File: src/rtl/mbx_pkg.sv
package mbx_pkg;
    typedef enum logic {
        SEQ_HELD = 1'b0,
        SEQ_LIVE = 1'b1
    } seq_state_e;
endpackage

File: src/rtl/mbx_seq_fsm.sv
module mbx_seq_fsm
    import mbx_pkg::*;
#(
    parameter bit START_HELD = 1'b1
) (
    input  logic clk,
    input  logic rst_n,
    input  logic host_wr,
    input  logic host_hold_bit,
    output logic held,
    output logic prog_window,
    output logic data_window
);
    localparam seq_state_e RST_STATE = START_HELD ? SEQ_HELD : SEQ_LIVE;

    seq_state_e state_q, state_d;

    always_comb begin
        state_d = state_q;
        unique case (state_q)
            SEQ_HELD: if (host_wr && !host_hold_bit) state_d = SEQ_LIVE; // release
            SEQ_LIVE: if (host_wr &&  host_hold_bit) state_d = SEQ_HELD; // rehold
            default:  state_d = RST_STATE;
        endcase
    end

    always_ff @(posedge clk or negedge rst_n) begin
        if (!rst_n) state_q <= RST_STATE;
        else        state_q <= state_d;
    end

    always_comb begin
        held        = 1'b0;
        prog_window = 1'b0;
        data_window = 1'b0;
        unique case (state_q)
            SEQ_HELD: begin
                held        = 1'b1;
                prog_window = 1'b1;
            end
            SEQ_LIVE: data_window = 1'b1;
            default:  held = 1'b1;
        endcase
    end

    a_r2_release: assert property (@(posedge clk) disable iff (!rst_n)
        (state_q == SEQ_HELD && host_wr && !host_hold_bit) |=> (state_q == SEQ_LIVE));
    a_r2_rehold: assert property (@(posedge clk) disable iff (!rst_n)
        (state_q == SEQ_LIVE && host_wr && host_hold_bit) |=> (state_q == SEQ_HELD));
    a_r2_no_host_stable: assert property (@(posedge clk) disable iff (!rst_n)
        (!host_wr) |=> $stable(held));
endmodule

File: src/rtl/mbx_status_reg.sv
module mbx_status_reg #(
    parameter int WIDTH = 8
) (
    input  logic             clk,
    input  logic             rst_n,
    input  logic             seq_wr,
    input  logic             live,
    input  logic [WIDTH-1:0] wdata,
    output logic [WIDTH-1:0] q
);
    logic take;
    assign take = seq_wr && live;

    always_ff @(posedge clk or negedge rst_n) begin
        if (!rst_n)    q <= '0;
        else if (take) q <= wdata;
    end

    a_r10_held_status_stable: assert property (@(posedge clk) disable iff (!rst_n)
        (!live) |=> $stable(q));
    a_r4_seq_load: assert property (@(posedge clk) disable iff (!rst_n)
        (seq_wr && live) |=> (q == $past(wdata)));
endmodule

File: src/rtl/mbx_trig_bank.sv
module mbx_trig_bank #(
    parameter int WIDTH = 8
) (
    input  logic             clk,
    input  logic             rst_n,
    input  logic             host_wr,
    input  logic [WIDTH-1:0] host_bits,
    input  logic             auto_set0,
    input  logic             seq_wr,
    input  logic             live,
    input  logic [WIDTH-1:0] seq_bits,
    output logic [WIDTH-1:0] q
);
    logic [WIDTH-1:0] set_v;
    logic [WIDTH-1:0] clr_v;

    for (genvar i = 0; i < WIDTH; i++) begin : g_cell
        if (i == 0) begin : g_auto
            assign set_v[i] = (host_wr && host_bits[i]) || auto_set0;
        end else begin : g_plain
            assign set_v[i] = host_wr && host_bits[i];
        end
        assign clr_v[i] = seq_wr && live && !seq_bits[i];

        always_ff @(posedge clk or negedge rst_n) begin
            if (!rst_n)         q[i] <= 1'b0;
            else if (set_v[i])  q[i] <= 1'b1;
            else if (clr_v[i])  q[i] <= 1'b0;
        end

        a_r8_set_wins: assert property (@(posedge clk) disable iff (!rst_n)
            (host_wr && host_bits[i]) |=> q[i]);
        a_r7_seq_never_sets: assert property (@(posedge clk) disable iff (!rst_n)
            (!(host_wr && host_bits[i]) && !(i == 0 && auto_set0) && !q[i]) |=> !q[i]);
        a_r10_held_no_clear: assert property (@(posedge clk) disable iff (!rst_n)
            (!live && q[i]) |=> q[i]);
    end

    a_r9_auto_set: assert property (@(posedge clk) disable iff (!rst_n)
        auto_set0 |=> q[0]);
endmodule

File: src/rtl/seq_mailbox_ctl.sv
module seq_mailbox_ctl #(
    parameter bit PROG_IN_RAM = 1'b1,
    parameter int DATA_W      = 32,
    parameter int TRIG_W      = 8,
    parameter int STAT_W      = 8,
    parameter int OP_W        = 3
) (
    input  logic                     clk,
    input  logic                     rst_n,
    input  logic                     host_wr,
    input  logic [DATA_W-1:0]        host_wdata,
    output logic [DATA_W-1:0]        host_rdata,
    input  logic                     fn_wr,
    input  logic                     fn_run,
    input  logic [OP_W-1:0]          fn_op,
    input  logic                     seq_wr,
    input  logic [TRIG_W+STAT_W-1:0] seq_wdata,
    output logic                     seq_reset,
    output logic                     prog_access,
    output logic                     data_access,
    output logic                     seq_irq_n,
    output logic [TRIG_W-1:0]        trig
);
    localparam int STAT_LSB = TRIG_W;
    localparam int HOLD_POS = DATA_W - 1;
    localparam int PAD_LSB  = STAT_LSB + STAT_W;

    logic              held;
    logic              auto_set0;
    logic [STAT_W-1:0] status;

    assign auto_set0 = fn_wr && fn_run && (fn_op != '0);

    mbx_seq_fsm #(.START_HELD(PROG_IN_RAM)) u_fsm (
        .clk          (clk),
        .rst_n        (rst_n),
        .host_wr      (host_wr),
        .host_hold_bit(host_wdata[HOLD_POS]),
        .held         (held),
        .prog_window  (prog_access),
        .data_window  (data_access)
    );

    mbx_status_reg #(.WIDTH(STAT_W)) u_status (
        .clk   (clk),
        .rst_n (rst_n),
        .seq_wr(seq_wr),
        .live  (!held),
        .wdata (seq_wdata[STAT_LSB +: STAT_W]),
        .q     (status)
    );

    mbx_trig_bank #(.WIDTH(TRIG_W)) u_trig (
        .clk      (clk),
        .rst_n    (rst_n),
        .host_wr  (host_wr),
        .host_bits(host_wdata[TRIG_W-1:0]),
        .auto_set0(auto_set0),
        .seq_wr   (seq_wr),
        .live     (!held),
        .seq_bits (seq_wdata[TRIG_W-1:0]),
        .q        (trig)
    );

    assign seq_reset = held;
    assign seq_irq_n = !status[0];

    always_comb begin
        host_rdata                       = '0;
        host_rdata[HOLD_POS]             = held;
        host_rdata[STAT_LSB +: STAT_W]   = status;
        host_rdata[TRIG_W-1:0]           = trig;
    end

    logic unused_host_bits;
    assign unused_host_bits = ^{host_wdata[HOLD_POS-1:PAD_LSB], host_wdata[STAT_LSB +: STAT_W]};

    a_r3_windows_follow_hold: assert property (@(posedge clk) disable iff (!rst_n)
        (host_wr && host_wdata[HOLD_POS]) |=> (prog_access && !data_access));
    a_r4_host_no_status: assert property (@(posedge clk) disable iff (!rst_n)
        (!seq_wr) |=> $stable(host_rdata[STAT_LSB +: STAT_W]));
endmodule

File: config.mk
export PLATFORM = sky130hd
export DESIGN_NAME = seq_mailbox_ctl
export DESIGN_NICKNAME = d
export VERILOG_FILES = /design/src/rtl/mbx_pkg.sv /design/src/rtl/mbx_seq_fsm.sv /design/src/rtl/mbx_status_reg.sv /design/src/rtl/mbx_trig_bank.sv /design/src/rtl/seq_mailbox_ctl.sv
export SDC_FILE = /design/constraint.sdc
export NUM_CORES = 1
export LEC_CHECK = 0
export BUFFER_PORTS_ARGS = -buffer_cell sky130_fd_sc_hd__buf_2
export CAP_MARGIN = 15
export CORE_MARGIN = 2
export CORE_UTILIZATION = 33
export CTS_BUF_LIST = sky130_fd_sc_hd__clkbuf_16
export DETAILED_ROUTE_END_ITERATION = 7
export PLACE_DENSITY = 0.78
export SETUP_SLACK_MARGIN = 0.15
export SLEW_MARGIN = 40
export SYNTH_ARGS = -nofsm -noshare
export SYNTH_HDL_FRONTEND = slang
export SYNTH_SLANG_ARGS = --single-unit
export TNS_END_PERCENT = 50
File: constraint.sdc
create_clock -name clk -period 1.3 [get_ports clk]
set_clock_uncertainty 0.1 [all_clocks]
set_input_delay 0.26 -clock clk [delete_from_list [all_inputs] [get_ports clk]]
set_output_delay 0.26 -clock clk [all_outputs]
set_load 0.01 [all_outputs]
== Yosys cells after proc, flatten, opt, wreduce, memory -nomap -nowiden ==
Cells that the tools add are included.
W data, S select, Z words.
Storage, ports and cells
  register bits: 17
  bits of input ports: 57
  output and inout bits: 44
  word-level logic and storage cells: 73
Cells by class
  muxes and demuxes: 21
  bitwise gates (word level): 1
  reduce and logical (&&, ||, !) cells: 41
Operators with widths (count)
  $logic_and A1 B1 Y1: 21
  $mux W1: 20
  $reduce_bool A2 Y1: 8
  $logic_not A1 Y1: 10
  $reduce_bool A3 Y1: 1
  $pmux W1 S2: 1
  $logic_or A1 B1 Y1: 1
  $not A1 Y1: 1

== Depth between registers and ports, before layout ==
Gate-level depths: netlist of the first run.
  word-level depth: 4
  depth in mapped cells: 3

== Cells and area by module ==
From an unflattened synthesis of the first run, not the netlist that was laid out.
Second synthesis, totals
  cells, all modules: 77
  area total of the unflattened synthesis: 900.9 µm²
Modules (own cells, without submodules)
  mbx_trig_bank: times used 1, cells each 27, area each 357.8 µm², sequential area each 200.2 µm²
  mbx_status_reg: times used 1, cells each 17, area each 296.5 µm², sequential area each 200.2 µm²
  seq_mailbox_ctl: times used 1, cells each 28, area each 201.4 µm², sequential area each 0.0 µm²
  mbx_seq_fsm: times used 1, cells each 5, area each 45.0 µm², sequential area each 25.0 µm²

== Least setup slack after synthesis of the first run ==
Ideal clock, no wire load.
  path kind: reg2reg
  start point: register with a tool-made name
  end point: register u_status.q[0]
  data arrival time: 0.997 ns
  data required time: 1.075 ns
  slack: 0.078 ns
  stages on the path, launching flop included: 4
  path buffers: 1
  clock period less this slack: 1.222 ns
  cell sequence: dfrtp_1 buf_4 nand2_4 mux2_2
RTL lines
  to (signal assigned): RTL line mbx_status_reg.sv:16  | else if (take) q <= wdata;
  to (decl): RTL line mbx_status_reg.sv:9  | output logic [WIDTH-1:0] q

==> results of run 1 <==
[layer usage]
| layer | share of wire | vias to the layer above | track usage | routed length [µm] |
|---|---|---|---|---|
| met2 | 0.54 | 38 | 0.2359 | 1080 |
| met5 | 0 | - | 0 | 0 |
| met3 | 0.084 | 2 | 0.02765 | 169 |
| met4 | 0.0060 | 0 | 0.04082 | 12 |
| li1 | - | 344 | - | - |
| met1 | 0.37 | 346 | 0.1550 | 752 |
[flip-flops by register name (all words and copies together), names as in the netlist, named ones only]
signal      cells
u_status.q      8
u_trig.q        8
[worst max-delay path, cell delays in order, from the launching register on]
cell,delay [ns]
dfrtp_1,0.39
buf_12,0.14
buf_12,0.13
nand2_8,0.09
mux2_4,0.30
[cells in the mapped netlist, types with 2 or more instances]
master / count
buf_4: 27
dfrtp_1: 17
mux2_2: 8
a22o_2: 7
nand3b_1: 7
inv_1: 2
[final cells by class]
cell class                      count  area (µm²)
Timing Repair Buffer               69       427.9
Multi-Input combinational cell     44       375.4
Inverter                            2       15.01
Sequential cell                    17       425.4
Clock buffer                        3       75.07
Fill cell                         247        1325
Tap cell                           31       38.79
Clock inverter                      1       3.754
[power by group]
part / internal [mW] / switching (mW)
logic: 0.282 / 0.222
clock network: 0.407 / 0.182
registers: 0.608 / 0.0516
[kinds of logic (layout without fill, tap and decap cells)]
group | count (synthesis) | count (layout) | share of synthesized area
compound gates | 11 | 11 | 0.1126
other cells | 1 | 15 | 0.004117
simple gates | 9 | 10 | 0.07417
mux | 8 | 8 | 0.09891
flops | 17 | 17 | 0.4670
buf+inv | 30 | 75 | 0.2431
[metrics by stage]
stage / power [mW] / setup TNS (ns) / std cells
after floorplan: 0.9853 / 0 / 90
after global placement: 1.094 / 0 / 157
after detailed placement: 1.111 / 0 / 157
after CTS: 1.759 / 0 / 167
after global routing: 1.848 / -0.03980 / 167
final: 1.753 / 0 / 167
[cells in the final DEF, fill, tap and decap left out, drive strengths merged]
cell type    synthesis  routed
a211o                1       1
a21oi                1       1
a22o                 8       8
buf                 28      68
clkbuf               0       3
conb                 1      15
dfrtp               17      17
dlygate4sd3          0       1
inv                  2       3
mux2                 8       8
nand2                1       2
nand3b               7       7
nor2                 1       1
o311a                1       1
[what timing repair did]
action,in CTS,in global routing
gates resized for setup,7,4
hold buffers,1,0
endpoints found under the hold margin,17,0
endpoints found under the setup margin,19,34
pin swaps,0,5
cloned,1,0
buffers inserted,4,0
[how the worst max path moves through the flow]
| stage | end | cells past startpoint |
|---|---|---|
| global placement | u_status.q[6] | 3 |
| global route | u_status.q[6] | 4 |
| CTS | prog_access | 3 |
| finish | u_status.q[6] | 4 |
| floorplan | u_status.q[0] | 3 |
| detailed placement | u_status.q[7] | 3 |
==> run summary, run 1 <==
status = complete, no violations
final wirelength = 2015 µm
# setup viols final = 0
Syn Inst Count = 76
Setup WS post-layout = 0.02247 ns
Die Footprint = 0.003196 mm²
async set-reset flop share out of synthesis = 1.000
first-pass GRT wire length = 3229 µm
WL per Instance = 12.07 µm
max-slew violations = 0
WS Path Type = flop to flop
Crit. End Element = flop
grt ovf = 0
vias = 730
fin crit period = 1.278 ns
largest net degree at the start of global routing = 18
Syn Area/Cell = 11.99 µm²
leak pwr = 0.7257 nW
initial antenna violation count = 0
layout cell share with drive strength beyond 1 = 0.6544
Die Span Y = 56.54 µm
die width = 56.54 µm
Starting Density = 0.3391
fin crit share = 0.9827
largest buffer count on any clock path = 2
placed cell area = 0.001165 mm²
worst slack, placed = 0.1099 ns
Clk Latency, worst-skew pair = 0.24 ns
type of the worst min-delay path = input pin to flop
Max VDD drop = 0.8543 mV
Area growth syn-to-layout = 49.45%
CTS Root Cell = clkbuf_16
Hold Vio Cnt, Final = 0
mapped cell area = 910.9 µm²
Routed Antenna Nets = 0
Reg2Reg Depth = 4
crit path launch type = flop
Max-Cap Viols = 0
RSZ-0062 raised after global routing = yes
worst hold slack = 0.08393 ns
post-synthesis sequential area ratio = 0.4670
Synth area leader = dfrtp_1
CTS Buf Count = 3
ys flop type = dfrtp_1
Iter 0 DRT Violations = 9
CORE AREA = 0.002686 mm²
Core Rows = 19
GPL Wtd Cong = 0.6840
TritonCTS clock tree = yes
CTS Sinks = 17
routed vias/inst = 4.371
Hold Path Depth = 2
Worst EP arrival = 1.30 ns
Final Util = 0.5068
top cells by area in the synthesized netlist = dfrtp_1 (47%), buf_4 (22%), mux2_2 (9.9%)
crit path max fanout = 5
Critical Path RT = 1.32 ns
warnings from Yosys = 0
IO Count = 101
Hold Path Origin = host_wdata[31]
number of enable flip-flop cells after synthesis = 0
top cell type's share of synthesized area = 0.4670
htree depth = 1
CTS clk-pin slew, worst paths = 0.05 ns
Yosys cell types = 14
vias in the first global route = 711
Post-DP HPWL = 1569 µm
Yosys reg bits = 17
DRC = 0
max frequency = 0.7828 GHz
Worst R2R End = u_status.q[6]
reg-to-reg slack, setup = 0.02 ns
Port Buf Inserts = 62
PwrDens = 1288 mW/mm²
GRT Overall Usage = 0.1314
Initial DRT Pass Iterations = 2
final instance area = 0.001361 mm²
Final nets = 194
Inserted Diodes = 0
Power figures use the tool's default switching activity.
==> run 2, diff against run 1 <==
--- a/config.mk
+++ b/config.mk
@@ -16,5 +16,6 @@
 export SLEW_MARGIN = 40
 export SYNTH_ARGS = -nofsm -noshare
 export SYNTH_HDL_FRONTEND = slang
+export SYNTH_HIERARCHICAL = 1
 export SYNTH_SLANG_ARGS = --single-unit
 export TNS_END_PERCENT = 50
==> run 2 against run 1 <==
Compared with the run above:
- total power down 1.6%
- combinational power down 7.7%
- sequential share of layout area up 1.7 points
- synthesized area down 1.1%
- maximum frequency up 2.8%
- cell count down 3.0%
- non-clock buffer count down 4
- die area down 1.0%
- sequential cell count unchanged
- register-to-register slack better by 0.05 ns
- critical endpoint is now seq_reset
- highest routed layer unchanged
==> run summary, run 2 <==
status = complete, no violations (unchanged)
Synth Area in Simple Gates = 0.08194 (was 0.07418)
number of enable flip-flop cells after synthesis = 0 (unchanged)
Initial DRT Pass Iterations = 3 (was 2)
type of the worst min-delay path = input pin to flop (unchanged)
area share of xor/xnor cells in the synthesized design = 0 (unchanged)
Die Footprint = 0.003164 mm² (was 0.003196 mm²)
largest family of logic cells by synthesized area = buffers and inverters (unchanged)
RSZ-0062 raised after global routing = yes (unchanged)
synth cell count leaders = buf_4 (26), dfrtp_1 (17), mux2_2 (8) (was buf_4 (27), dfrtp_1 (17), mux2_2 (8))
crit path max fanout = 4 (was 5)
CTS Sinks = 17 (unchanged)
largest buffer count on any clock path = 2 (unchanged)
Max VDD drop = 0.7175 mV (was 0.8543 mV)
grt ovf = 0 (unchanged)
Syn Area/Cell = 11.70 µm² (was 11.99 µm²)
Synth area leader = dfrtp_1 (unchanged)
max-slew violations = 0 (unchanged)
first-pass GRT wire length = 3443 µm (was 3229 µm)
WL per Instance = 12.76 µm (was 12.07 µm)
reg-to-reg slack, setup = 0.07 ns (was 0.02 ns)
vias = 715 (was 730)
Inserted Diodes = 0 (unchanged)
# setup viols final = 0 (unchanged)
adder-cell area share of the yosys netlist = 0 (unchanged)
Compound-Gate Fraction of Synth Area = 0.09583 (was 0.1126)
placed cell area = 0.001116 mm² (was 0.001165 mm²)
Yosys cell types = 15 (was 14)
Critical Path RT = 0.94 ns (was 1.32 ns)
Hold Path Origin = host_wdata[31] (unchanged)
fin crit period = 1.243 ns (was 1.278 ns)
Iter 0 DRT Violations = 17 (was 9)
IO Count = 101 (unchanged)
DRC = 0 (unchanged)
Max-Cap Viols = 0 (unchanged)
mux cell area share after synthesis = 0.1000 (was 0.09890)
largest net degree at the start of global routing = 18 (unchanged)
layout cell share with drive strength beyond 1 = 0.6061 (was 0.6544)
Syn Inst Count = 77 (was 76)
post-synthesis sequential area ratio = 0.4722 (was 0.4670)
most frequent cells in the layout = buf_2 (58), dfrtp_1 (17), conb_1 (15) (was buf_2 (56), dfrtp_1 (17), conb_1 (15))
PwrDens = 1336 mW/mm² (was 1288 mW/mm²)
final wirelength = 2067 µm (was 2015 µm)
worst hold slack = 0.09019 ns (was 0.08393 ns)
Routed Antenna Nets = 0 (unchanged)
htree depth = 1 (unchanged)
vias in the first global route = 745 (was 711)
WS Path Type = flop to output port (was flop to flop)
Reg2Reg Depth = 4 (unchanged)
CORE AREA = 0.002522 mm² (was 0.002686 mm²)
Port Buf Inserts = 62 (unchanged)
ys flop type = dfrtp_1 (unchanged)
Final nets = 190 (was 194)
# fillers = 239 (was 247)
top cells by area in the synthesized netlist = dfrtp_1 (47%), buf_4 (22%), mux2_2 (10%) (was dfrtp_1 (47%), buf_4 (22%), mux2_2 (9.9%))
Yosys reg bits = 17 (unchanged)
warnings from Yosys = 6 (was 0)
fin crit share = 0.9562 (was 0.9827)
initial antenna violation count = 0 (unchanged)
GPL Wtd Cong = 0.6142 (was 0.6840)
leak pwr = 0.7002 nW (was 0.7257 nW)
final instance area = 0.001291 mm² (was 0.001361 mm²)
Clk Latency, worst-skew pair = 0.24 ns (about the same)
CTS clk-pin slew, worst paths = 0.05 ns (about the same)
mapped cell area = 900.9 µm² (was 910.9 µm²)
top cell type's share of synthesized area = 0.4722 (was 0.4670)
GRT Overall Usage = 0.1403 (was 0.1314)
most common cell in the synthesized netlist = buf_4 (unchanged)
routed vias/inst = 4.414 (was 4.371)
Worst EP arrival = 0.88 ns (was 1.30 ns)
Core Rows = 18 (was 19)
Fin Setup TNS = 0 ns (unchanged)
Die Span Y = 56.25 µm (was 56.54 µm)
crit path launch type = flop (unchanged)
TritonCTS clock tree = yes (unchanged)
Hold Path Depth = 2 (unchanged)
dpl cells = 155 (was 157)
Area growth syn-to-layout = 43.33% (was 49.45%)
Post-DP HPWL = 1671 µm (was 1569 µm)
die width = 56.25 µm (was 56.54 µm)
Crit. End Element = output port (was flop)
async set-reset flop share out of synthesis = 1.000 (unchanged)
max frequency = 0.8045 GHz (was 0.7828 GHz)
Starting Density = 0.3571 (was 0.3391)
CTS Buf Count = 3 (unchanged)
Post-Layout Cell Count = 162 (was 167)
Hold Vio Cnt, Final = 0 (unchanged)
Worst R2R End = u_status/q[6] (was u_status.q[6])
CTS Root Cell = clkbuf_16 (unchanged)
Top Registers = u_status/q: 8 flops, u_trig/q: 8 flops (was u_status.q: 8 flops, u_trig.q: 8 flops)
commonest non-fill, non-tap cell in the layout = buf_2 (unchanged)
-- run 2: cell types whose count changed after synthesis, sizes merged --
cell    previous run  this run
a211o              1         0
nand3b             7         8
clkbuf             0         1
inv                2         3
buf               28        27
a221o              0         1
a22o               8         7
-- run 2: repair_timing --
item                                    4_1_cts  5_1_grt
cloned                                        0        0
endpoints found under the hold margin        17        0
buffers inserted                              2        0
endpoints found under the setup margin       20       41
gates resized for setup                      12        0
pin swaps                                     1        0
hold buffers                                  1        0
-- run 2: final cells by class --
cell class	count	area (µm²)	share of cell area
clock buffers	3	75.07	0.05814
clock inverters	1	5.005	0.003876
inverters	3	16.27	0.01260
multi-input cells	43	359.1	0.2781
flip-flops and latches	17	425.4	0.3295
well taps	30	37.54	0.02907
repair buffers	65	372.9	0.2888
-- run 2: power by group --
group          total (mW)  switching (mW)  internal (mW)
clock               0.600           0.189          0.411
combinational       0.466           0.221          0.246
sequential          0.659          0.0506          0.608
-- run 2: logic make-up (layout without fill, tap and decap cells) --
family          count (synthesis)  in the layout
flops                          17             17
simple gates                   10             10
compound gates                 10             10
mux                             8              8
buf+inv                        31             72
other cells                     1             15
-- run 2: worst max path at each step --
stage               depth (start not counted)  slack [ns]            end  start
finish                                      2        0.06      seq_reset   flop
CTS                                         2        0.05    prog_access   flop
detailed placement                          4      -0.003  u_status/q[6]   flop
global placement                            4        0.03  u_status/q[6]   flop
global route                                2        0.02      seq_reset   flop
floorplan                                   5        0.05    u_trig/q[0]   flop
-- run 2: metal layers --
layer,GRT usage,vias to the layer above,part of all wire
li1,-,337,-
met1,0.1540,331,0.36
met2,0.2672,45,0.56
met3,0.01613,2,0.072
met4,0.06122,0,0.010
met5,0,-,0
-- run 2: stage by stage --
stage,power [mW],util,setup WS [ns]
after floorplan,0.9607,-,0.04885
after global placement,1.060,0.4425,0.03188
after detailed placement,1.078,0.4425,-0.003164
after CTS,1.752,0.5119,0.05124
after global routing,1.821,0.5119,0.02124
final,1.725,0.5119,0.05693
-- run 2: critical path, stage by stage, from the launching register on --
cell and delay (ns):
dfrtp_1 0.38, inv_2 0.13, buf_6 0.12
==> run 3, diff against run 2 <==
--- a/config.mk
+++ b/config.mk
@@ -7,11 +7,12 @@
 export LEC_CHECK = 0
 export BUFFER_PORTS_ARGS = -buffer_cell sky130_fd_sc_hd__buf_2
 export CAP_MARGIN = 15
+export CELL_PAD_IN_SITES_DETAIL_PLACEMENT = 0
+export CELL_PAD_IN_SITES_GLOBAL_PLACEMENT = 1
 export CORE_MARGIN = 2
-export CORE_UTILIZATION = 33
-export CTS_BUF_LIST = sky130_fd_sc_hd__clkbuf_16
+export CORE_UTILIZATION = 22
 export DETAILED_ROUTE_END_ITERATION = 7
-export PLACE_DENSITY = 0.78
+export PLACE_DENSITY_LB_ADDON = 0.1
 export SETUP_SLACK_MARGIN = 0.15
 export SLEW_MARGIN = 40
 export SYNTH_ARGS = -nofsm -noshare
==> run 3 against run 2 <==
Compared with the run above:
- via count fell by 1.7%
- cell area decreased by 0.29%
- die area increased by 46%
- core utilization fell by 19 points
- worst hold slack lost 0.016 ns
- routed wire length grew 4.3%
- non-clock buffer count rose by 3
- critical path depth is the same
- first-iteration DRC count fell by 71%
- total power shrank 12%
- global-route usage shrank 4.9 points
- largest cell class unchanged
==> run summary, run 3 (same netlist as run 2, synthesis figures left out) <==
Hold Path Origin = host_wdata[31] (unchanged)
fin crit share = 0.9518 (was 0.9562)
final wirelength = 2156 µm (was 2067 µm)
htree depth = 1 (unchanged)
Worst EP arrival = 0.88 ns (about the same)
clock share of power = 0.257 (was 0.348)
crit path launch type = flop (unchanged)
Inserted Diodes = 0 (unchanged)
dpl cells = 177 (was 155)
combinational share of power = 0.310 (was 0.270)
Crit. End Element = output port (unchanged)
Worst R2R End = u_status/q[0] (was u_status/q[6])
TritonCTS clock tree = yes (unchanged)
Max-Cap Viols = 0 (unchanged)
Post-DP HPWL = 1691 µm (was 1671 µm)
vias = 703 (was 715)
Clk Latency, worst-skew pair = 0.25 ns (was 0.24 ns)
reg-to-reg slack, setup = 0.08 ns (was 0.07 ns)
worst hold slack = 0.07421 ns (was 0.09019 ns)
vias in the first global route = 641 (was 745)
type of the worst min-delay path = input pin to flop (unchanged)
Reg2Reg Depth = 4 (unchanged)
Hold Path Depth = 2 (unchanged)
commonest non-fill, non-tap cell in the layout = buf_2 (unchanged)
PwrDens = 1176 mW/mm² (was 1336 mW/mm²)
largest net degree at the start of global routing = 18 (unchanged)
die width = 67.99 µm (was 56.25 µm)
Top Registers = u_status/q: 8 flops, u_trig/q: 8 flops (unchanged)
grt ovf = 0 (unchanged)
Die Span Y = 67.99 µm (was 56.25 µm)
Critical Path RT = 0.94 ns (about the same)
crit path max fanout = 4 (unchanged)
DRC = 0 (unchanged)
routed vias/inst = 3.800 (was 4.414)
GRT Overall Usage = 0.09125 (was 0.1403)
IO Count = 101 (unchanged)
Routed Antenna Nets = 0 (unchanged)
GPL Wtd Cong = 0.6557 (was 0.6142)
Die Footprint = 0.004623 mm² (was 0.003164 mm²)
CTS clk-pin slew, worst paths = 0.06 ns (was 0.05 ns)
# setup viols final = 0 (unchanged)
Int Pwr = 1.075 mW (was 1.265 mW)
CORE AREA = 0.003971 mm² (was 0.002522 mm²)
status = complete, no violations (unchanged)
first-pass GRT wire length = 2980 µm (was 3443 µm)
Max VDD drop = 0.3044 mV (was 0.7175 mV)
Hold Vio Cnt, Final = 0 (unchanged)
Iter 0 DRT Violations = 5 (was 17)
Port Buf Inserts = 62 (unchanged)
CTS Sinks = 17 (unchanged)
WL per Instance = 11.65 µm (was 12.76 µm)
sequential fraction of design power = 0.432 (was 0.382)
Core Rows = 23 (was 18)
CTS Buf Count = 3 (unchanged)
max-slew violations = 0 (unchanged)
CTS Root Cell = clkbuf_8 (was clkbuf_16)
leak pwr = 0.6889 nW (was 0.7002 nW)
Area growth syn-to-layout = 42.92% (was 43.33%)
WS Path Type = flop to output port (unchanged)
Fin Setup TNS = 0 ns (unchanged)
max frequency = 0.8082 GHz (was 0.8045 GHz)
Final Util = 0.3242 (was 0.5119)
Post-Layout Cell Count = 185 (was 162)
fin crit period = 1.237 ns (was 1.243 ns)
largest buffer count on any clock path = 2 (unchanged)
most frequent cells in the layout = buf_2 (59), dfrtp_1 (17), conb_1 (15) (was buf_2 (58), dfrtp_1 (17), conb_1 (15))
Starting Density = 0.2268 (was 0.3571)
# fillers = 434 (was 239)
Initial DRT Pass Iterations = 3 (unchanged)
initial antenna violation count = 0 (unchanged)
layout cell share with drive strength beyond 1 = 0.6074 (was 0.6061)
Final nets = 193 (was 190)
RSZ-0062 raised after global routing = yes (unchanged)
Power Total = 1.514 mW (was 1.725 mW)
Psw = 0.4393 mW (was 0.4603 mW)
Net Sw Frac = 0.2902 (was 0.2668)
==> run 3: cell types whose count changed in the layout (fill, tap and decap cells not counted) <==
cell / delta
buf_4: +4
clkbuf_16: -3
clkbuf_8: +3
buf_12: -1
buf_2: +1
buf_6: -1
clkbuf_1: +1
clkinv_2: -1
inv_2: -1
inv_4: +1
==> run 3: worst max path at each step <==
stage	from	to	slack, ns
2_1_floorplan	flop	u_trig/q[0]	0.05
3_3_place_gp	flop	u_status/q[7]	0.03
3_5_place_dp	flop	u_status/q[0]	0.02
4_1_cts	flop	host_rdata[31]	0.05
5_1_grt	flop	seq_reset	0.009
6_report	flop	host_rdata[31]	0.06
==> run 3: final cells by class <==
type | instances | area (µm²) | share of cell area
flip-flops and latches | 17 | 425.4 | 0.3304
repair buffers | 68 | 376.6 | 0.2925
multi-input cells | 43 | 359.1 | 0.2789
well taps | 50 | 62.56 | 0.04859
clock buffers | 4 | 45.04 | 0.03499
inverters | 3 | 18.77 | 0.01458
==> run 3: power by group through the flow <==
| stage | Clock [mW] | Sequential, mW | Combinational (mW) |
|---|---|---|---|
| after global routing | 0.449 | 0.663 | 0.513 |
| after floorplan | 0 | 0.700 | 0.260 |
| final | 0.390 | 0.655 | 0.470 |
| after CTS | 0.416 | 0.653 | 0.432 |
| after global placement | 0 | 0.660 | 0.415 |
| after detailed placement | 0 | 0.662 | 0.417 |
==> run 3: routing by layer <==
metal  up-vias  part of all wire  global-route usage  wire length (µm)
met1       313              0.43              0.1079               930
li1        338                 -                   -                 -
met4         0            0.0097             0.04500                21
met3         4              0.10             0.02796               223
met5         -                 0                   0                 0
met2        48              0.46              0.1493               981
==> run 3: through the flow <==
stage	setup WS [ns]	instance area, µm²
final	0.06263	1287
after global routing	0.008865	1287
after CTS	0.04967	1230
after detailed placement	0.01908	1156
after global placement	0.03396	1156
after floorplan	0.04885	978.4
==> run 3: what timing repair did <==
action                                  4_1_cts  5_1_grt
gates resized for setup                       2       10
hold buffers                                  1        0
hold endpoints to repair                     17        0
gates cloned                                  0        0
setup buffers                                 1        2
pin swaps                                     1        0
endpoints found under the setup margin       36       39
==> run 3: worst max-delay path: stages, from the launching register on <==
cell     delay, ns
dfrtp_1       0.41
inv_4         0.11
buf_6         0.11
